<file path="src/rtl/sram_rd_pkg.sv">
// Shared types for the static memory read sequencer.
// Assumes timing fields sized to the ranges stated in the brief.
package sram_rd_pkg;
    localparam int SET_W = 3;
    localparam int PUL_W = 7;
    localparam int HLD_W = 3;
    localparam int FLT_W = 4;
    localparam int CNT_W = PUL_W + 1;

    // Per-bank timing word, LSB first: setup, pulse, hold, float, wait, early
    typedef struct packed {
        logic             early;
        logic             wsen;
        logic [FLT_W-1:0] flt;
        logic [HLD_W-1:0] hold;
        logic [PUL_W-1:0] pulse;
        logic [SET_W-1:0] setup;
    } bank_cfg_t;

    localparam int CFG_W = $bits(bank_cfg_t);

    typedef enum logic [2:0] {
        PH_IDLE, PH_FLOAT, PH_SETUP, PH_PULSE, PH_HOLD, PH_DONE
    } phase_t;

    // Phase lengths in whole cycles, decided at acceptance
    typedef struct packed {
        logic [FLT_W-1:0] flt;
        logic [SET_W-1:0] setup;
        logic [CNT_W-1:0] pulse;
        logic [HLD_W-1:0] hold;
        logic             err;
    } plan_t;
endpackage

</file>
<file path="src/rtl/sram_rd_plan.sv">
// Turns the selected bank's timing word and the pending float state into
// phase lengths. Purely combinational; assumes inputs stable at acceptance.
module sram_rd_plan
    import sram_rd_pkg::*;
#(
    parameter int BW = 2
) (
    input  logic [SET_W-1:0] setup_i,
    input  logic [PUL_W-1:0] pulse_i,
    input  logic [HLD_W-1:0] hold_i,
    input  logic             wsen_i,
    input  logic             early_i,
    input  logic [BW-1:0]    bank_i,
    input  logic [BW-1:0]    pend_bank_i,
    input  logic [FLT_W-1:0] pend_flt_i,
    output plan_t            plan_o
);
    logic [SET_W-1:0] s_eff;
    logic [FLT_W-1:0] f_eff;

    // Apply early-read, legality and float-versus-setup arbitration
    always_comb begin
        s_eff        = early_i ? '0 : setup_i;
        f_eff        = (bank_i != pend_bank_i) ? pend_flt_i : '0;
        plan_o.err   = !early_i && (setup_i != '0) && (hold_i == '0) && !wsen_i;
        plan_o.pulse = {1'b0, pulse_i} + CNT_W'(2);
        plan_o.hold  = early_i ? '0 : hold_i;
        if ((f_eff != '0) && (f_eff >= {1'b0, s_eff})) begin
            plan_o.flt   = f_eff;
            plan_o.setup = '0;
        end else begin
            plan_o.flt   = '0;
            plan_o.setup = s_eff;
        end
    end
endmodule

</file>
<file path="src/rtl/sram_rd_fsm.sv">
// Phase sequencer: steps idle, float, setup, pulse, hold, done, skipping
// zero-length phases. Latches the plan on acceptance; each phase counter is
// loaded with its length minus one.
module sram_rd_fsm
    import sram_rd_pkg::*;
(
    input  logic   clk_i,
    input  logic   rst_ni,
    input  logic   req_i,
    input  plan_t  plan_i,
    output phase_t phase_o,
    output logic   accept_o,
    output logic   pulse_last_o,
    output logic   err_q_o
);
    phase_t           ph, ph_nx;
    plan_t            lat, src;
    logic [CNT_W-1:0] cnt, cnt_nx;

    function automatic logic [CNT_W-1:0] len_of(phase_t p, plan_t q);
        case (p)
            PH_FLOAT: len_of = CNT_W'(q.flt);
            PH_SETUP: len_of = CNT_W'(q.setup);
            PH_PULSE: len_of = q.pulse;
            PH_HOLD:  len_of = CNT_W'(q.hold);
            default:  len_of = CNT_W'(1);
        endcase
    endfunction

    // Next phase and counter value
    always_comb begin
        src   = (ph == PH_IDLE) ? plan_i : lat;
        ph_nx = ph;
        case (ph)
            PH_IDLE:
                if (req_i) begin
                    if (plan_i.err)            ph_nx = PH_DONE;
                    else if (plan_i.flt != '0) ph_nx = PH_FLOAT;
                    else if (plan_i.setup != '0) ph_nx = PH_SETUP;
                    else                       ph_nx = PH_PULSE;
                end
            PH_FLOAT: if (cnt == '0) ph_nx = (lat.setup != '0) ? PH_SETUP : PH_PULSE;
            PH_SETUP: if (cnt == '0) ph_nx = PH_PULSE;
            PH_PULSE: if (cnt == '0) ph_nx = (lat.hold != '0) ? PH_HOLD : PH_DONE;
            PH_HOLD:  if (cnt == '0) ph_nx = PH_DONE;
            default:  ph_nx = PH_IDLE;
        endcase
        if (ph_nx != ph)        cnt_nx = len_of(ph_nx, src) - CNT_W'(1);
        else if (ph == PH_IDLE) cnt_nx = cnt;
        else                    cnt_nx = cnt - CNT_W'(1);
    end

    // Phase, counter and plan registers
    always_ff @(posedge clk_i) begin
        if (!rst_ni) begin
            ph  <= PH_IDLE;
            cnt <= '0;
            lat <= '0;
        end else begin
            ph  <= ph_nx;
            cnt <= cnt_nx;
            if (ph == PH_IDLE && req_i) lat <= plan_i;
        end
    end

    assign phase_o      = ph;
    assign accept_o     = (ph == PH_IDLE) && req_i;
    assign pulse_last_o = (ph == PH_PULSE) && (cnt == '0);
    assign err_q_o      = lat.err;
endmodule

</file>
<file path="src/rtl/sram_rd_strobe.sv">
// Half-cycle strobe shaper: the strobe falls on the falling clock edge after
// the pulse phase starts and rises on the rising edge that ends it.
// Assumes the pulse phase lasts at least two cycles.
module sram_rd_strobe (
    input  logic clk_i,
    input  logic rst_ni,
    input  logic in_pulse_i,
    output logic rd_no
);
    logic half_q;

    // Falling-edge copy of the pulse phase
    always_ff @(negedge clk_i) begin
        if (!rst_ni) half_q <= 1'b0;
        else         half_q <= in_pulse_i;
    end

    assign rd_no = ~(in_pulse_i & half_q);
endmodule

</file>
<file path="src/rtl/sram_rd_seq.sv">
// Top of the static memory read sequencer. Latches address and bank on
// acceptance, drives one chip select per bank, captures data at the end of
// the pulse and records the float count left behind for the next access.
// Assumes cfg_i stays stable for the duration of an access.
module sram_rd_seq
    import sram_rd_pkg::*;
#(
    parameter int AW    = 23,
    parameter int DW    = 16,
    parameter int NBANK = 4,
    localparam int BW   = (NBANK > 1) ? $clog2(NBANK) : 1
) (
    input  logic                   clk_i,
    input  logic                   rst_ni,
    input  logic                   req_i,
    input  logic [AW-1:0]          addr_i,
    input  logic [BW-1:0]          bank_i,
    input  logic [NBANK*CFG_W-1:0] cfg_i,
    output logic                   rdy_o,
    output logic                   err_o,
    output logic [DW-1:0]          rdata_o,
    output logic [AW-1:0]          mem_addr_o,
    output logic [NBANK-1:0]       mem_cs_no,
    output logic                   mem_rd_no,
    input  logic [DW-1:0]          mem_data_i
);
    bank_cfg_t        cfg_arr [NBANK];
    bank_cfg_t        sel_cfg;
    plan_t            plan;
    phase_t           phase;
    logic             accept, pulse_last, err_q, bus_on;
    logic [AW-1:0]    addr_q;
    logic [BW-1:0]    bank_q, pend_bank;
    logic [DW-1:0]    rdata_q;
    logic [FLT_W-1:0] pend_flt;

    for (genvar g = 0; g < NBANK; g++) begin : g_cfg
        assign cfg_arr[g] = cfg_i[g*CFG_W +: CFG_W];
    end
    assign sel_cfg = cfg_arr[bank_i];

    sram_rd_plan #(.BW(BW)) u_plan (
        .setup_i    (sel_cfg.setup),
        .pulse_i    (sel_cfg.pulse),
        .hold_i     (sel_cfg.hold),
        .wsen_i     (sel_cfg.wsen),
        .early_i    (sel_cfg.early),
        .bank_i     (bank_i),
        .pend_bank_i(pend_bank),
        .pend_flt_i (pend_flt),
        .plan_o     (plan)
    );

    sram_rd_fsm u_fsm (
        .clk_i       (clk_i),
        .rst_ni      (rst_ni),
        .req_i       (req_i),
        .plan_i      (plan),
        .phase_o     (phase),
        .accept_o    (accept),
        .pulse_last_o(pulse_last),
        .err_q_o     (err_q)
    );

    sram_rd_strobe u_strobe (
        .clk_i     (clk_i),
        .rst_ni    (rst_ni),
        .in_pulse_i(phase == PH_PULSE),
        .rd_no     (mem_rd_no)
    );

    // Access registers: address, bank, read data, pending float
    always_ff @(posedge clk_i) begin
        if (!rst_ni) begin
            addr_q    <= '0;
            bank_q    <= '0;
            rdata_q   <= '0;
            pend_flt  <= '0;
            pend_bank <= '0;
        end else begin
            if (accept) begin
                addr_q <= addr_i;
                bank_q <= bank_i;
            end
            if (pulse_last) rdata_q <= mem_data_i;
            if (phase == PH_DONE && !err_q) begin
                pend_flt  <= cfg_arr[bank_q].flt;
                pend_bank <= bank_q;
            end
        end
    end

    assign bus_on = (phase == PH_SETUP) || (phase == PH_PULSE) || (phase == PH_HOLD);

    for (genvar b = 0; b < NBANK; b++) begin : g_cs
        assign mem_cs_no[b] = !(bus_on && (bank_q == BW'(b)));
    end

    assign rdy_o      = (phase == PH_DONE);
    assign err_o      = (phase == PH_DONE) && err_q;
    assign rdata_o    = rdata_q;
    assign mem_addr_o = addr_q;
endmodule

</file>
<file path="config.mk">
export PLATFORM = sky130hd
export DESIGN_NAME = sram_rd_seq
export DESIGN_NICKNAME = d
export VERILOG_FILES = /design/src/rtl/sram_rd_pkg.sv /design/src/rtl/sram_rd_plan.sv /design/src/rtl/sram_rd_fsm.sv /design/src/rtl/sram_rd_strobe.sv /design/src/rtl/sram_rd_seq.sv
export SDC_FILE = /design/constraint.sdc
export NUM_CORES = 1
export LEC_CHECK = 0
export ABC_AREA = 1
export CORE_UTILIZATION = 30
export DETAILED_ROUTE_END_ITERATION = 10
export GPL_TIMING_DRIVEN = 0
export PLACE_DENSITY_LB_ADDON = 0.1
export SKIP_CTS_REPAIR_TIMING = 1
export SLEW_MARGIN = 20
export SYNTH_ARGS = -nofsm -noshare
export SYNTH_HDL_FRONTEND = slang
export SYNTH_HIERARCHICAL = 1
export SYNTH_SLANG_ARGS = --single-unit
</file>
<file path="constraint.sdc">
create_clock -name clk_i -period 7.92 [get_ports clk_i]
set_input_delay 1.188 -clock clk_i [delete_from_list [all_inputs] [get_ports clk_i]]
set_output_delay 1.188 -clock clk_i [all_outputs]
set_load 0.02 [all_outputs]
</file>
# After elaboration in Yosys (flattened, before gate mapping)
# Index checks and enable logic that the tools add are counted.
[totals]
out_inout_bits = 46
latch_bits = 0
reg_bits = 78
ramBits = 0
n_memories = 0
mem_bits_ro = 0
[classes]
n_reduce_logical = 31
div_mod_pow = 0
n_eq_ne = 15
n_bitwise = 4
multipliers = 0
shift = 0
addsub = 3
muxes = 26
magnitude_cmp = 3
[op_table]
columns = ["op", "count"]
rows = [
  ["$bmux W19 S2", 2],
  ["$mux W19", 3],
  ["$mux W17", 2],
  ["$pmux W8 S4", 1],
  ["$mux W3", 9],
  ["$mux W8", 3],
  ["$sub A8 B1 Y8 const B", 2],
  ["$pmux W3 S5", 1],
  ["$eq A3 B2 Y1 const B", 4],
  ["$logic_and A1 B1 Y1", 12],
  ["$reduce_bool A3 Y1", 4],
  ["$eq A3 B3 Y1 const B", 3],
  ["$add A7 B2 Y8 const B", 1],
  ["$logic_not A8 Y1", 1],
  ["$reduce_bool A4 Y1", 2],
  ["$logic_not A1 Y1", 7],
  ["$mux W7", 1],
  ["$eq A3 B1 Y1 const B", 2],
  ["$ge A3 B3 Y1 const B", 2],
  ["$logic_not A3 Y1", 2],
  ["$not A2 Y3", 2],
  ["$eq A2 B2 Y1 const B", 2],
  ["$ge A4 B3 Y1", 1],
  ["$mux W4", 1],
  ["9 further kinds", 12],
]

# Depth between registers and ports, before layout
[depth]
depth_word = 19
mapped_depth = 36

# By module
# The synthesis kept the hierarchy.
[modules_own_cells]
columns = ["mod", "area_per_inst_um2", "instances", "cells_per_inst"]
rows = [
  ["sram_rd_seq", 2289.7, 1, 349],
  ["sram_rd_fsm", 1955.6, 1, 321],
  ["sram_rd_plan", 360.3, 1, 65],
  ["sram_rd_strobe", 35.0, 1, 5],
]

==> impl_metrics.json <==
{
  "outcome": "completed",
  "synth-compound-area-share": 0.1836,
  "synth_top_family_by_area": "simple AND/OR/NAND/NOR gates",
  "wl_mm": 14.31,
  "intPower_mw": 1.016,
  "cp-startpoint": "u_strobe/half_q",
  "worstMarginPinSlew_ns": 0.6719,
  "slew_headroom": 0.5479,
  "power_frac_comb": 0.430,
  "yosys_warnings": 6,
  "total_power_mw": 1.652,
  "drv_cap": 0,
  "regToRegSetupSlack_ns": 3.04,
  "synth_nets": 865,
  "synth_top_area_share": 0.3365,
  "drt-initial-drc-count": 190,
  "dpl-instance-area_um2": 6528,
  "detail-route-antenna-nets": 0,
  "timing.hold.ws_ns": 0.4537,
  "p_per_area_nw_per_um2": 241.2,
  "synth_xor_area_frac": 0.007549,
  "hold_viol_final": 0,
  "synth_flop_cell": "dfxtp_1",
  "grt_pass1_wl_mm": 24.05,
  "cts.reportedPaths.clkPinSlew_ns": 0.06,
  "fp.coreArea_um2": 15150,
  "die_area_um2": 15970,
  "tns_ns": 0,
  "cp_slowest_cell": "clkdlybuf4s50_1",
  "ir_drop_mv": 0.1289,
  "switching_power_uw": 636.4,
  "cts_num_sinks": 78,
  "pin_count": 166,
  "postLayoutCellArea_um2": 6850,
  "switching_share": 0.3852,
  "antenna_found_initial": 0,
  "arrival_ns": 5.30,
  "worstPathRequired_ns": 6.73,
  "cp.buffers_inverters": 1,
  "mostFrequentLayoutCells": "clkdlybuf4s50_1, nor2_1, nand2_1",
  "numCtsBuffers": 9,
  "numPortBuffers": 165,
  "gr-total-overflow": 0,
  "synthAdderAreaFrac": 0.01348,
  "clockBufferDepth": 2,
  "die_h_um": 126.4,
  "worstPathMaxFanout": 1,
  "vias": 5029,
  "cts_root_buffer": "clkbuf_16",
  "drv_slew": 0,
  "hp-start": "u_fsm/lat[16]",
  "cp_top_family": "buffers and inverters",
  "firstDrtPassIters": 4,
  "antennaDiodeCount": 0,
  "dp_hpwl_mm": 11.06,
  "synth_top_cell_by_area": "dfxtp_1",
  "place_congestion": 0.7985,
  "drc": 0,
  "critPathKind": "reg -> out",
  "die_w_um": 126.4,
  "synthCells": 740,
  "mostFrequentLayoutCell": "clkdlybuf4s50_1",
  "first_global_vias": 5065,
  "ys_seq_elements": 78,
  "wire_per_inst_um": 12.90,
  "syn_to_final_growth_pct": 47.61,
  "drive_gt1_frac": 0.08578,
  "hp-class": "reg -> reg",
  "htree_levels": 3,
  "rsz0062_at_grt": "no",
  "setup_violations": 0,
  "clkPwrFrac": 0.278,
  "power_leakage_nw": 3.040,
  "worst_clock_skew_ns": 0.05669,
  "critPathCaptureType": "output port",
  "p_seq_frac": 0.293,
  "synth_edf_count": 0,
  "synth_cell_types": 38,
  "syn_avg_cell_area_um2": 6.271,
  "ys_seq_area_frac": 0.3365,
  "syn_area_um2": 4641,
  "grt_util_all_layers": 0.1884,
  "num_rows": 45,
  "vias_per_cell": 4.535,
  "r2r-start": "u_fsm/phase_o[1]",
  "cp-start-kind": "register",
  "clk_latency_ns": 0.39,
  "synthSimpleGateAreaFrac": 0.3416,
  "initial_core_util": 0.3064,
  "async_flop_share": 0,
  "nFillCells": 1627,
  "synth_mux_area_frac": 0,
  "nNetsFinal": 1041,
  "synthTopCellsByArea": "dfxtp_1, nor2_1, o21ai_0",
  "grt_max_degree": 15,
  "tritoncts": "yes",
  "path_cells": "nand2_1 -> clkdlybuf4s50_1",
  "slowest_delay_ns": 0.59
}
[tightest hold or removal path: stages (launching register included)]
cell and delay [ns]:
dfxtp_1 0.30, inv_1 0.06, a21oi_1 0.05
[stage by stage]
stage	std cells	utilization	setup WS, ns
floorplan	740	-	2.342
global placement	1093	0.4310	1.838
CTS	1109	0.4523	1.411
global route	1109	0.4523	1.389
finish	1109	0.4523	1.436
detailed placement	1093	0.4310	1.835
[layout make-up]
cell class,instances,area (µm²),area share
buffer,37,219.0,0.03196
clock buffer,10,229.0,0.03342
clock inverter,7,97.59,0.01425
inverter,85,321.6,0.04694
multi-input combinational,539,2535,0.3700
sequential,78,1562,0.2279
tap,188,235.2,0.03434
timing repair buffer,165,1652,0.2411
[state kept, by name, indices dropped and copies added (netlist names)]
name	flops
bank_q	2
mem_addr_o	23
pend_bank	2
pend_flt	4
rdata_o	16
u_fsm/cnt	8
u_fsm/err_q_o	1
u_fsm/lat	18
u_fsm/phase_o	3
u_strobe/half_q	1
[cell families (layout without fill, tap and decap cells)]
group | Yosys count | count (layout)
buffers and inverters | 123 | 304
DFF | 78 | 78
adders and majority gates | 5 | 5
and+or+nand+nor | 368 | 368
xor gates and xnor gates | 4 | 4
AOI/OAI and AO/OA | 162 | 162
[power groups by stage]
stage	registers, mW	clock network, mW	logic [mW]
after floorplan	0.515	0.00158	0.456
after global placement	0.492	0.00158	0.714
after detailed placement	0.492	0.00158	0.714
after CTS	0.484	0.475	0.717
after global routing	0.491	0.491	0.808
final	0.483	0.459	0.710
[routing by layer]
layer	part of all wire	GRT usage
met1	0.44	0.2248
met2	0.48	0.3250
met3	0.062	0.05694
met4	0.011	0.05528
met5	0	0
[Yosys cell counts, types with 3 or more instances]
cell / number
nand2_1: 140
buf_4: 5
o21ai_1: 4
nand2_2: 14
nor2_4: 3
o22ai_1: 15
nand3_1: 41
clkbuf_1: 7
nor3_1: 3
nand4_1: 4
nor2_1: 147
inv_1: 81
xor2_1: 4
buf_2: 14
clkbuf_2: 5
buf_6: 5
nand2_4: 6
o21ai_0: 106
dfxtp_1: 78
inv_2: 3
a21oi_1: 32
nor2_2: 3
ha_1: 5
[final timing paths]
kind,end,depth (start not counted)
min reg2reg,u_fsm/lat[16],2
max reg2reg,u_strobe/half_q,4
min,u_fsm/lat[16],2
max,mem_rd_no,2
Note: power is estimated with default switching activity, not from simulation.
